===== config.mk =====
export PLATFORM = sky130hd
export DESIGN_NAME = linkBistChecker
export DESIGN_NICKNAME = d
export VERILOG_FILES = /design/src/rtl/lbc_pkg.sv /design/src/rtl/lbcControl.sv /design/src/rtl/lbcDatapath.sv /design/src/rtl/linkBistChecker.sv
export SDC_FILE = /design/constraint.sdc
export NUM_CORES = 1
export LEC_CHECK = 0
export CELL_PAD_IN_SITES_DETAIL_PLACEMENT = 1
export CELL_PAD_IN_SITES_GLOBAL_PLACEMENT = 2
export CORE_MARGIN = 5
export CORE_UTILIZATION = 29
export DETAILED_ROUTE_END_ITERATION = 10
export HOLD_SLACK_MARGIN = 0.1
export PLACE_DENSITY = 0.78
export SYNTH_ARGS = -nofsm -noshare
export SYNTH_HDL_FRONTEND = slang
export SYNTH_SLANG_ARGS = --single-unit

===== constraint.sdc =====
create_clock -name clk -period 2.55 [get_ports clk]
set_clock_uncertainty 0.2 [all_clocks]
set_input_delay 0.255 -clock clk [delete_from_list [all_inputs] [get_ports clk]]
set_output_delay 0.255 -clock clk [all_outputs]
set_load 0.05 [all_outputs]

===== src/rtl/lbc_pkg.sv =====
package lbc_pkg;
  typedef struct packed {
    logic clearCnt;
    logic checkEn;
  } ctrlStrobes_t;
endpackage


===== src/rtl/lbcControl.sv =====
module lbcControl
  import lbc_pkg::*;
(
  input  logic         clk,
  input  logic         rstN,
  input  logic         bistEn,
  input  logic         rxLock,
  output ctrlStrobes_t strobes
);
  logic bistPrev;

  always_ff @(posedge clk or negedge rstN) begin
    if (!rstN) bistPrev <= 1'b0;
    else       bistPrev <= bistEn;
  end

  // entry cycle clears; comparison only on later locked cycles
  always_comb begin
    strobes.clearCnt = bistEn & ~bistPrev;
    strobes.checkEn  = bistEn & bistPrev & rxLock;
  end
endmodule


===== src/rtl/lbcDatapath.sv =====
module lbcDatapath
  import lbc_pkg::*;
#(
  parameter int DATA_W = 16,
  parameter int CNT_W  = 8
) (
  input  logic              clk,
  input  logic              rstN,
  input  ctrlStrobes_t      strobes,
  input  logic [DATA_W-1:0] rxWord,
  output logic              passOut,
  output logic [CNT_W-1:0]  errCount
);
  localparam int PC_W  = $clog2(DATA_W + 1);
  localparam int SUM_W = ((CNT_W > PC_W) ? CNT_W : PC_W) + 1;
  localparam logic [CNT_W-1:0] CNT_MAX = {CNT_W{1'b1}};

  logic [PC_W-1:0]  bitErrs;
  logic [SUM_W-1:0] sumWide;
  logic [CNT_W-1:0] nextCnt;

  always_comb begin
    bitErrs = '0;
    for (int i = 0; i < DATA_W; i++) bitErrs = bitErrs + PC_W'(rxWord[i]);
  end

  always_comb begin
    sumWide = SUM_W'(errCount) + SUM_W'(bitErrs);
    if (sumWide > SUM_W'(CNT_MAX)) nextCnt = CNT_MAX;
    else                          nextCnt = sumWide[CNT_W-1:0];
  end

  always_ff @(posedge clk or negedge rstN) begin
    if (!rstN) begin
      errCount <= '0;
      passOut  <= 1'b1;
    end else if (strobes.clearCnt) begin
      errCount <= '0;
      passOut  <= 1'b1;
    end else if (strobes.checkEn) begin
      errCount <= nextCnt;
      if (bitErrs != '0) passOut <= 1'b0;
    end
  end

  AST_CLEAR_ON_ENTRY: assert property (@(posedge clk) disable iff (!rstN)
    strobes.clearCnt |=> (errCount == '0) && passOut);
  AST_FAIL_STICKY: assert property (@(posedge clk) disable iff (!rstN)
    (!passOut && !strobes.clearCnt) |=> !passOut);
  AST_NO_WRAP: assert property (@(posedge clk) disable iff (!rstN)
    ((errCount == CNT_MAX) && !strobes.clearCnt) |=> (errCount == CNT_MAX));
  AST_IDLE_FROZEN: assert property (@(posedge clk) disable iff (!rstN)
    (!strobes.checkEn && !strobes.clearCnt) |=> ($stable(errCount) && $stable(passOut)));
  AST_COUNT_MONOTONIC: assert property (@(posedge clk) disable iff (!rstN)
    (!strobes.clearCnt) |=> (errCount >= $past(errCount)));
endmodule


===== src/rtl/linkBistChecker.sv =====
module linkBistChecker
  import lbc_pkg::*;
#(
  parameter int DATA_W = 16,
  parameter int CNT_W  = 8
) (
  input  logic              clk,
  input  logic              rstN,
  input  logic              bistEn,
  input  logic              rxLock,
  input  logic [DATA_W-1:0] rxWord,
  output logic              passOut,
  output logic [CNT_W-1:0]  errCount
);
  ctrlStrobes_t strobes;

  lbcControl ctrl_i (
    .clk     (clk),
    .rstN    (rstN),
    .bistEn  (bistEn),
    .rxLock  (rxLock),
    .strobes (strobes)
  );

  lbcDatapath #(.DATA_W(DATA_W), .CNT_W(CNT_W)) data_i (
    .clk      (clk),
    .rstN     (rstN),
    .strobes  (strobes),
    .rxWord   (rxWord),
    .passOut  (passOut),
    .errCount (errCount)
  );
endmodule


==> impl_metrics.env, run 1 <==
export IMPL_status="finished with violations"
export IMPL_violated_checks="setup timing"
export IMPL_cp_slowest_cell="sky130_fd_sc_hd__fa_2"
export IMPL_area_growth_pct=60.9
export IMPL_switching_share_of_power=0.436
export IMPL_synth_area_leaders="sky130_fd_sc_hd__dfrtp_1 21%, sky130_fd_sc_hd__fa_1 20%, sky130_fd_sc_hd__ha_1 13%, sky130_fd_sc_hd__inv_1 9.1%, sky130_fd_sc_hd__a221o_1 5.6%"
export IMPL_die_h_um=71.0
export IMPL_timing_max_slew_rel_slack=0.440
export IMPL_p_seq_frac=0.121
export IMPL_setup_viol=9
export IMPL_fp_row_count=22
export IMPL_fill_cell_instance_count_of_the_final_layout=423
export IMPL_powerDensity_nw_per_um2=1230
export IMPL_grt_pass1_vias=1092
export IMPL_drt_drc_violations_left=0
export IMPL_worst_r2r_setup_slack_ns=0.50
export IMPL_final_layout_size_suffix_gt1_frac=0.335
export IMPL_worst_setup_path_end_kind="register"
export IMPL_synth_cell_types=34
export IMPL_synth_edf_count=0
export IMPL_synth_flop_cell="sky130_fd_sc_hd__dfrtp_1"
export IMPL_initial_utilization=0.296
export IMPL_yosys_cell_count_top_type="sky130_fd_sc_hd__inv_1"
export IMPL_r2r_end="data_i.errCount[3]"
export IMPL_clock_transition_at_the_register_clock_pins_on_the_worst_setup_and_hold_paths_after_cts_ns=0.05
export IMPL_ys_async_sr_fraction=1.00
export IMPL_syn_nets=150
export IMPL_core_area_um2=3630
export IMPL_setup_tns_final_ns=-18.65
export IMPL_insertedDiodeCount=0
export IMPL_p_leak_nw=0.819
export IMPL_clk_pwr_share=0.096
export IMPL_power_share_combinational=0.784
export IMPL_synth_top_cell_by_area="sky130_fd_sc_hd__dfrtp_1"
export IMPL_worstPathRequired_ns=2.47
export IMPL_crit_reg2reg_launch="data_i.errCount[0]"
export IMPL_max_cap_violations=0
export IMPL_final_critical_path_setup_slack_ns=-2.16
export IMPL_slowest_delay_ns=0.56
export IMPL_multiInputGateArea_um2=842
export IMPL_avgViaCountPerCell=4.71
export IMPL_clock_tree_buffer_depth=2
export IMPL_worstPathArrival_ns=4.63
export IMPL_sequential_area_um2=251
export IMPL_synthesis_yosys_warnings=0
export IMPL_timing_critical_path_from_type="input port"
export IMPL_largest_net_degree_at_the_start_of_global_routing=11
export IMPL_drt_first_iter_violations=41
export IMPL_grt_first_pass_wirelength_mm=5.10
export IMPL_groute_usage_overall=0.128
export IMPL_synth_ff_latch_count=10
export IMPL_area_of_the_die_um2=5030
export IMPL_synth_top_area_frac=0.209
export IMPL_crit_path_cell_trace="buf_6 > ha_4 > inv_2 > fa_1 > fa_1 > fa_2 > fa_1 > fa_2 > fa_2 > inv_2 > fa_2 > nand3_2 > a211oi_2 > and4_4 > a221o_1"
export IMPL_clockRootBuffer="sky130_fd_sc_hd__clkbuf_8"
export IMPL_rsz_0062_raised_after_global_routing="true"
export IMPL_numCtsBuffers=3
export IMPL_achievable_frequency_mhz=212
export IMPL_syn_area_per_cell_um2=9.97
export IMPL_finalHoldViolations=0
export IMPL_cts_tree="built"
export IMPL_io_buffer_count=28
export IMPL_timing_setup_critical_path_class="in -> reg"
export IMPL_post_route_period_util=1.85
export IMPL_detailed_place_area_um2=1570
export IMPL_cellInternalPower_mw=1.20
export IMPL_synth_top_cells_by_count="26 x sky130_fd_sc_hd__inv_1, 11 x sky130_fd_sc_hd__fa_1, 11 x sky130_fd_sc_hd__ha_1"
export IMPL_htree_levels=1
export IMPL_ant_nets=0
export IMPL_die_x_um=71.0
export IMPL_grt_overflow=0
export IMPL_firstDrtPassIters=3
export IMPL_synth_cells=108
export IMPL_clkSinkCount=10
export IMPL_tightest_slew_ns=0.835
export IMPL_synth_area_um2=1080
export IMPL_min_delay_path_class="in -> async"
export IMPL_seq_area_frac_synth=0.233
export IMPL_final_min_clock_period_ns=4.71
export IMPL_switching_power_mw=0.927
export IMPL_route_final_wire_length_mm=3.11
export IMPL_worst_skew_pair_late_latency_ns=0.24
export IMPL_cp_max_fo=6
export IMPL_slew_violations=0
export IMPL_boundaryPins=29
export IMPL_nets=201
export IMPL_routed_wire_length_per_instance_um=15.1
export IMPL_grt_antenna_before_repair=0
export IMPL_gp_congestion=0.802
export IMPL_finalInstanceArea_um2=1730
export IMPL_detailed_place_hpwl_mm=2.49
export IMPL_detailroute_via_count=971
export IMPL_worst_ir_drop_vdd_v=0.000590
export IMPL_worst_path_most_repeated_cell="sky130_fd_sc_hd__fa_2"
export IMPL_r2r_cells=6
cell type report:
class	count	share of cell area
clock buffers	4	0.0318
inverters	26	0.0563
multi-input cells	70	0.486
flip-flops and latches	10	0.145
well taps	48	0.0347
repair buffers	48	0.246
state kept, by name, summed over array words and instances (netlist names):
name,flops
data_i.passOut,1
ctrl_i.bistPrev,1
data_i.errCount,8
power groups by stage:
stage	clock, mW	combinational, mW	sequential [mW]
2_1_floorplan	0	0.723	0.362
5_1_grt	0.220	1.81	0.261
3_3_place_gp	0	1.30	0.247
4_1_cts	0.207	1.54	0.254
6_report	0.203	1.67	0.256
3_5_place_dp	0	1.36	0.249
worst max-delay path: cells and delay by family:
family | cells | cell delay, ns
buffers and inverters | 3 | 0.18
AND/OR/NAND/NOR | 2 | 0.32
adder cells (fa/ha/maj) | 8 | 3.50
AO/OA/AOI/OAI | 2 | 0.34
per-stage QoR:
stage	utilization	instances	setup slack [ns]	hold WS (ns)	power (mW)
after CTS	0.465	204	-2.31	0.145	2.00
after global placement	0.432	198	-2.73	0.325	1.54
final	0.477	206	-2.16	0.130	2.13
after floorplan	-	108	-2.17	-0.241	1.08
after global routing	0.477	206	-2.24	0.174	2.29
after detailed placement	0.432	198	-2.84	0.340	1.61
how the worst max path moves through the flow:
stage | start | endpoint | slack [ns]
after CTS | rxWord[0] | data_i.errCount[1] | -2.31
after floorplan | rxWord[1] | data_i.errCount[5] | -2.17
after global placement | rxWord[0] | data_i.errCount[5] | -2.73
after global routing | rxWord[0] | data_i.errCount[5] | -2.24
after detailed placement | rxWord[1] | data_i.errCount[5] | -2.84
final | rxWord[0] | data_i.errCount[3] | -2.16
repair_timing:
item | CTS | global route
resized for setup | 23 | 4
setup endpoints to repair | 9 | 9
setup buffers | 2 | 2
endpoints found under the hold margin | 0 | 0
gates cloned | 0 | 0
pin swaps | 20 | 7
hold buffers | 0 | 0
metal layers:
metal  share of wire  GRT usage  up-vias
met5               0          0        -
met2            0.53      0.217       12
met1            0.44      0.169      485
li1                -          -      469
met3           0.021     0.0227        5
met4           0.011     0.0313        0
kinds of logic after synthesis:
logic type,after synthesis,share of synthesized area
simple gates,19,0.0987
xor+xnor,5,0.0407
buf+inv,28,0.105
compound gates,24,0.190
fa+ha+maj,22,0.332
flops,10,0.233
cell usage in the layout, fill, tap and decap left out, types with 2 or more instances in the layout:
cell	count
sky130_fd_sc_hd__a211oi_2	2
sky130_fd_sc_hd__a21oi_1	2
sky130_fd_sc_hd__a221o_1	6
sky130_fd_sc_hd__buf_4	20
sky130_fd_sc_hd__buf_6	2
sky130_fd_sc_hd__clkbuf_8	4
sky130_fd_sc_hd__clkdlybuf4s50_1	21
sky130_fd_sc_hd__dfrtp_1	9
sky130_fd_sc_hd__dlygate4sd2_1	5
sky130_fd_sc_hd__fa_1	7
sky130_fd_sc_hd__fa_2	4
sky130_fd_sc_hd__ha_1	7
sky130_fd_sc_hd__ha_4	4
sky130_fd_sc_hd__inv_1	23
sky130_fd_sc_hd__inv_2	3
sky130_fd_sc_hd__nand2_1	2
sky130_fd_sc_hd__nand3_1	2
sky130_fd_sc_hd__nand3_2	3
sky130_fd_sc_hd__nor2_1	2
sky130_fd_sc_hd__nor2b_1	3
sky130_fd_sc_hd__o21bai_1	2
sky130_fd_sc_hd__xor2_1	3
(Power assumes the default switching activity.)
==> run 2: changes to the inputs <==
--- a/config.mk
+++ b/config.mk
@@ -7,11 +7,11 @@
 export LEC_CHECK = 0
 export CELL_PAD_IN_SITES_DETAIL_PLACEMENT = 1
 export CELL_PAD_IN_SITES_GLOBAL_PLACEMENT = 2
-export CORE_MARGIN = 5
-export CORE_UTILIZATION = 29
+export CORE_MARGIN = 2
+export CORE_UTILIZATION = 31
 export DETAILED_ROUTE_END_ITERATION = 10
 export HOLD_SLACK_MARGIN = 0.1
-export PLACE_DENSITY = 0.78
+export PLACE_DENSITY = 0.82
 export SYNTH_ARGS = -nofsm -noshare
 export SYNTH_HDL_FRONTEND = slang
 export SYNTH_SLANG_ARGS = --single-unit
==> constraint.sdc (replaced) <==
create_clock -name clk -period 5.6 [get_ports clk]
set_clock_uncertainty 0.2 [all_clocks]
set_input_delay 0.56 -clock clk [delete_from_list [all_inputs] [get_ports clk]]
set_output_delay 0.56 -clock clk [all_outputs]
set_load 0.05 [all_outputs]
==> impl_metrics.env, run 2 (synthesis gave the netlist of run 1 again) <==
export IMPL_io_buffer_count=28
export IMPL_groute_usage_overall=0.150
export IMPL_routed_wire_length_per_instance_um=14.8
export IMPL_timing_max_slew_rel_slack=0.508
export IMPL_largest_register_ff_count=8
export IMPL_area_growth_pct=43.8
export IMPL_multiInputGateArea_um2=751
export IMPL_post_route_period_util=0.965
export IMPL_detailed_place_area_um2=1480
export IMPL_p_seq_frac=0.138
export IMPL_cts_setup_buffers=0
export IMPL_status="finished clean"
export IMPL_route_final_wire_length_mm=2.86
export IMPL_cp_max_fo=6
export IMPL_post_place_cells=190
export IMPL_fp_row_count=21
export IMPL_slew_violations=0
export IMPL_powerDensity_nw_per_um2=510
export IMPL_hold_path_startpoint="data_i.errCount[0]"
export IMPL_ant_nets=0
export IMPL_final_critical_path_setup_slack_ns=0.196
export IMPL_detailroute_via_count=953
export IMPL_final_core_utilization=0.464
export IMPL_timing_critical_path_from_type="input port"
export IMPL_most_common_cell_after_layout_fill_and_taps_aside="sky130_fd_sc_hd__clkdlybuf4s50_1"
export IMPL_worstPathRequired_ns=5.57
export IMPL_achievable_frequency_mhz=185
export IMPL_switching_share_of_power=0.463
export IMPL_largest_net_degree_at_the_start_of_global_routing=11
export IMPL_die_h_um=63.0
export IMPL_drt_first_iter_violations=47
export IMPL_cts_resized_gates=0
export IMPL_setup_worst_path_start="rxWord[0]"
export IMPL_grt_overflow=0
export IMPL_gp_congestion=0.841
export IMPL_power_share_combinational=0.771
export IMPL_grt_first_pass_wirelength_mm=4.73
export IMPL_grt_antenna_before_repair=0
export IMPL_top_register="data_i.errCount"
export IMPL_dp_slack_ns=-0.197
export IMPL_hold_bufs_inserted_after_cts=0
export IMPL_nets=191
export IMPL_switching_power_mw=0.366
export IMPL_clock_transition_at_the_register_clock_pins_on_the_worst_setup_and_hold_paths_after_cts_ns=0.08
export IMPL_worstPathArrival_ns=5.37
export IMPL_clockRootBuffer="sky130_fd_sc_hd__clkbuf_4"
export IMPL_boundaryPins=29
export IMPL_avgViaCountPerCell=4.91
export IMPL_tightest_slew_ns=0.733
export IMPL_most_common_layout_cells="28 x sky130_fd_sc_hd__clkdlybuf4s50_1, 26 x sky130_fd_sc_hd__inv_1, 10 x sky130_fd_sc_hd__ha_1, 10 x sky130_fd_sc_hd__buf_4"
export IMPL_drt_drc_violations_left=0
export IMPL_fill_cell_instance_count_of_the_final_layout=381
export IMPL_die_x_um=63.0
export IMPL_area_of_the_die_um2=3960
export IMPL_final_min_clock_period_ns=5.40
export IMPL_grt_pass1_vias=1022
export IMPL_clock_tree_buffer_depth=2
export IMPL_final_layout_size_suffix_gt1_frac=0.189
export IMPL_fin_worst_hold_slack_ns=0.367
export IMPL_setup_viol=0
export IMPL_max_cap_violations=0
export IMPL_cts_tree="built"
export IMPL_sequential_area_um2=251
export IMPL_crit_reg2reg_launch="data_i.errCount[0]"
export IMPL_htree_levels=1
export IMPL_worst_setup_path_end_kind="register"
export IMPL_timing_setup_critical_path_class="in -> reg"
export IMPL_cellInternalPower_mw=0.424
export IMPL_core_area_um2=3340
export IMPL_min_delay_path_class="reg -> reg"
export IMPL_finalHoldViolations=0
export IMPL_post_layout_nonfiller_instances=194
export IMPL_numCtsBuffers=3
export IMPL_worst_skew_pair_late_latency_ns=0.29
export IMPL_clk_pwr_share=0.091
export IMPL_layout_top_registers="data_i.errCount (8), ctrl_i.bistPrev (1), data_i.passOut (1)"
export IMPL_finalInstanceArea_um2=1550
export IMPL_clkSinkCount=10
export IMPL_detailed_place_hpwl_mm=2.34
export IMPL_p_leak_nw=0.751
export IMPL_firstDrtPassIters=4
export IMPL_insertedDiodeCount=0
export IMPL_initial_utilization=0.323
export IMPL_worst_ir_drop_vdd_v=0.000214
export IMPL_rsz_0062_raised_after_global_routing="false"
## run 2: power groups by stage
stage | registers (mW) | logic [mW] | clock network (mW)
finish | 0.109 | 0.610 | 0.0716
global route | 0.112 | 0.672 | 0.0770
CTS | 0.109 | 0.575 | 0.0719
detailed placement | 0.111 | 0.571 | 0
global placement | 0.109 | 0.541 | 0
floorplan | 0.163 | 0.300 | 0
## run 2: metrics by stage
| stage | setup TNS, ns | total power, mW |
|---|---|---|
| floorplan | 0 | 0.464 |
| global placement | -0.542 | 0.650 |
| detailed placement | -1.36 | 0.682 |
| CTS | 0 | 0.756 |
| global route | 0 | 0.861 |
| finish | 0 | 0.790 |
## run 2: critical path: stages
cell and delay [ns]:
sky130_fd_sc_hd__clkdlybuf4s50_1 0.41, sky130_fd_sc_hd__ha_1 0.29, sky130_fd_sc_hd__inv_1 0.07, sky130_fd_sc_hd__fa_1 0.43, sky130_fd_sc_hd__fa_1 0.50, sky130_fd_sc_hd__fa_1 0.54
sky130_fd_sc_hd__fa_1 0.43, sky130_fd_sc_hd__fa_2 0.36, sky130_fd_sc_hd__fa_2 0.54, sky130_fd_sc_hd__inv_1 0.07, sky130_fd_sc_hd__fa_1 0.46, sky130_fd_sc_hd__nand3_2 0.12
sky130_fd_sc_hd__a211oi_2 0.08, sky130_fd_sc_hd__and4_4 0.23, sky130_fd_sc_hd__a221o_1 0.26
## run 2: cell type report
class	count	area share
clock buffers	4	0.0234
inverters	26	0.0630
multi-input cells	70	0.485
flip-flops and latches	10	0.162
well taps	46	0.0372
repair buffers	38	0.229
## run 2: worst paths after layout
| check | end | slack, ns | depth (start not counted) |
|---|---|---|---|
| worst max-delay path | data_i.errCount[4] | 0.20 | 15 |
| min in group asynchronous | data_i.errCount[7] | 0.40 | 1 |
| worst max register to register | data_i.errCount[4] | 3.49 | 6 |
| worst min register to register | data_i.errCount[0] | 0.37 | 1 |
| worst min-delay path | data_i.errCount[0] | 0.37 | 1 |
| max in group asynchronous | data_i.passOut | 4.44 | 1 |
## run 2: routing by layer
metal	up-vias	share of wire	global-route usage
li1	450	-	-
met1	477	0.41	0.183
met2	21	0.53	0.270
met3	5	0.042	0.0180
met4	0	0.023	0.0528
met5	-	0	0
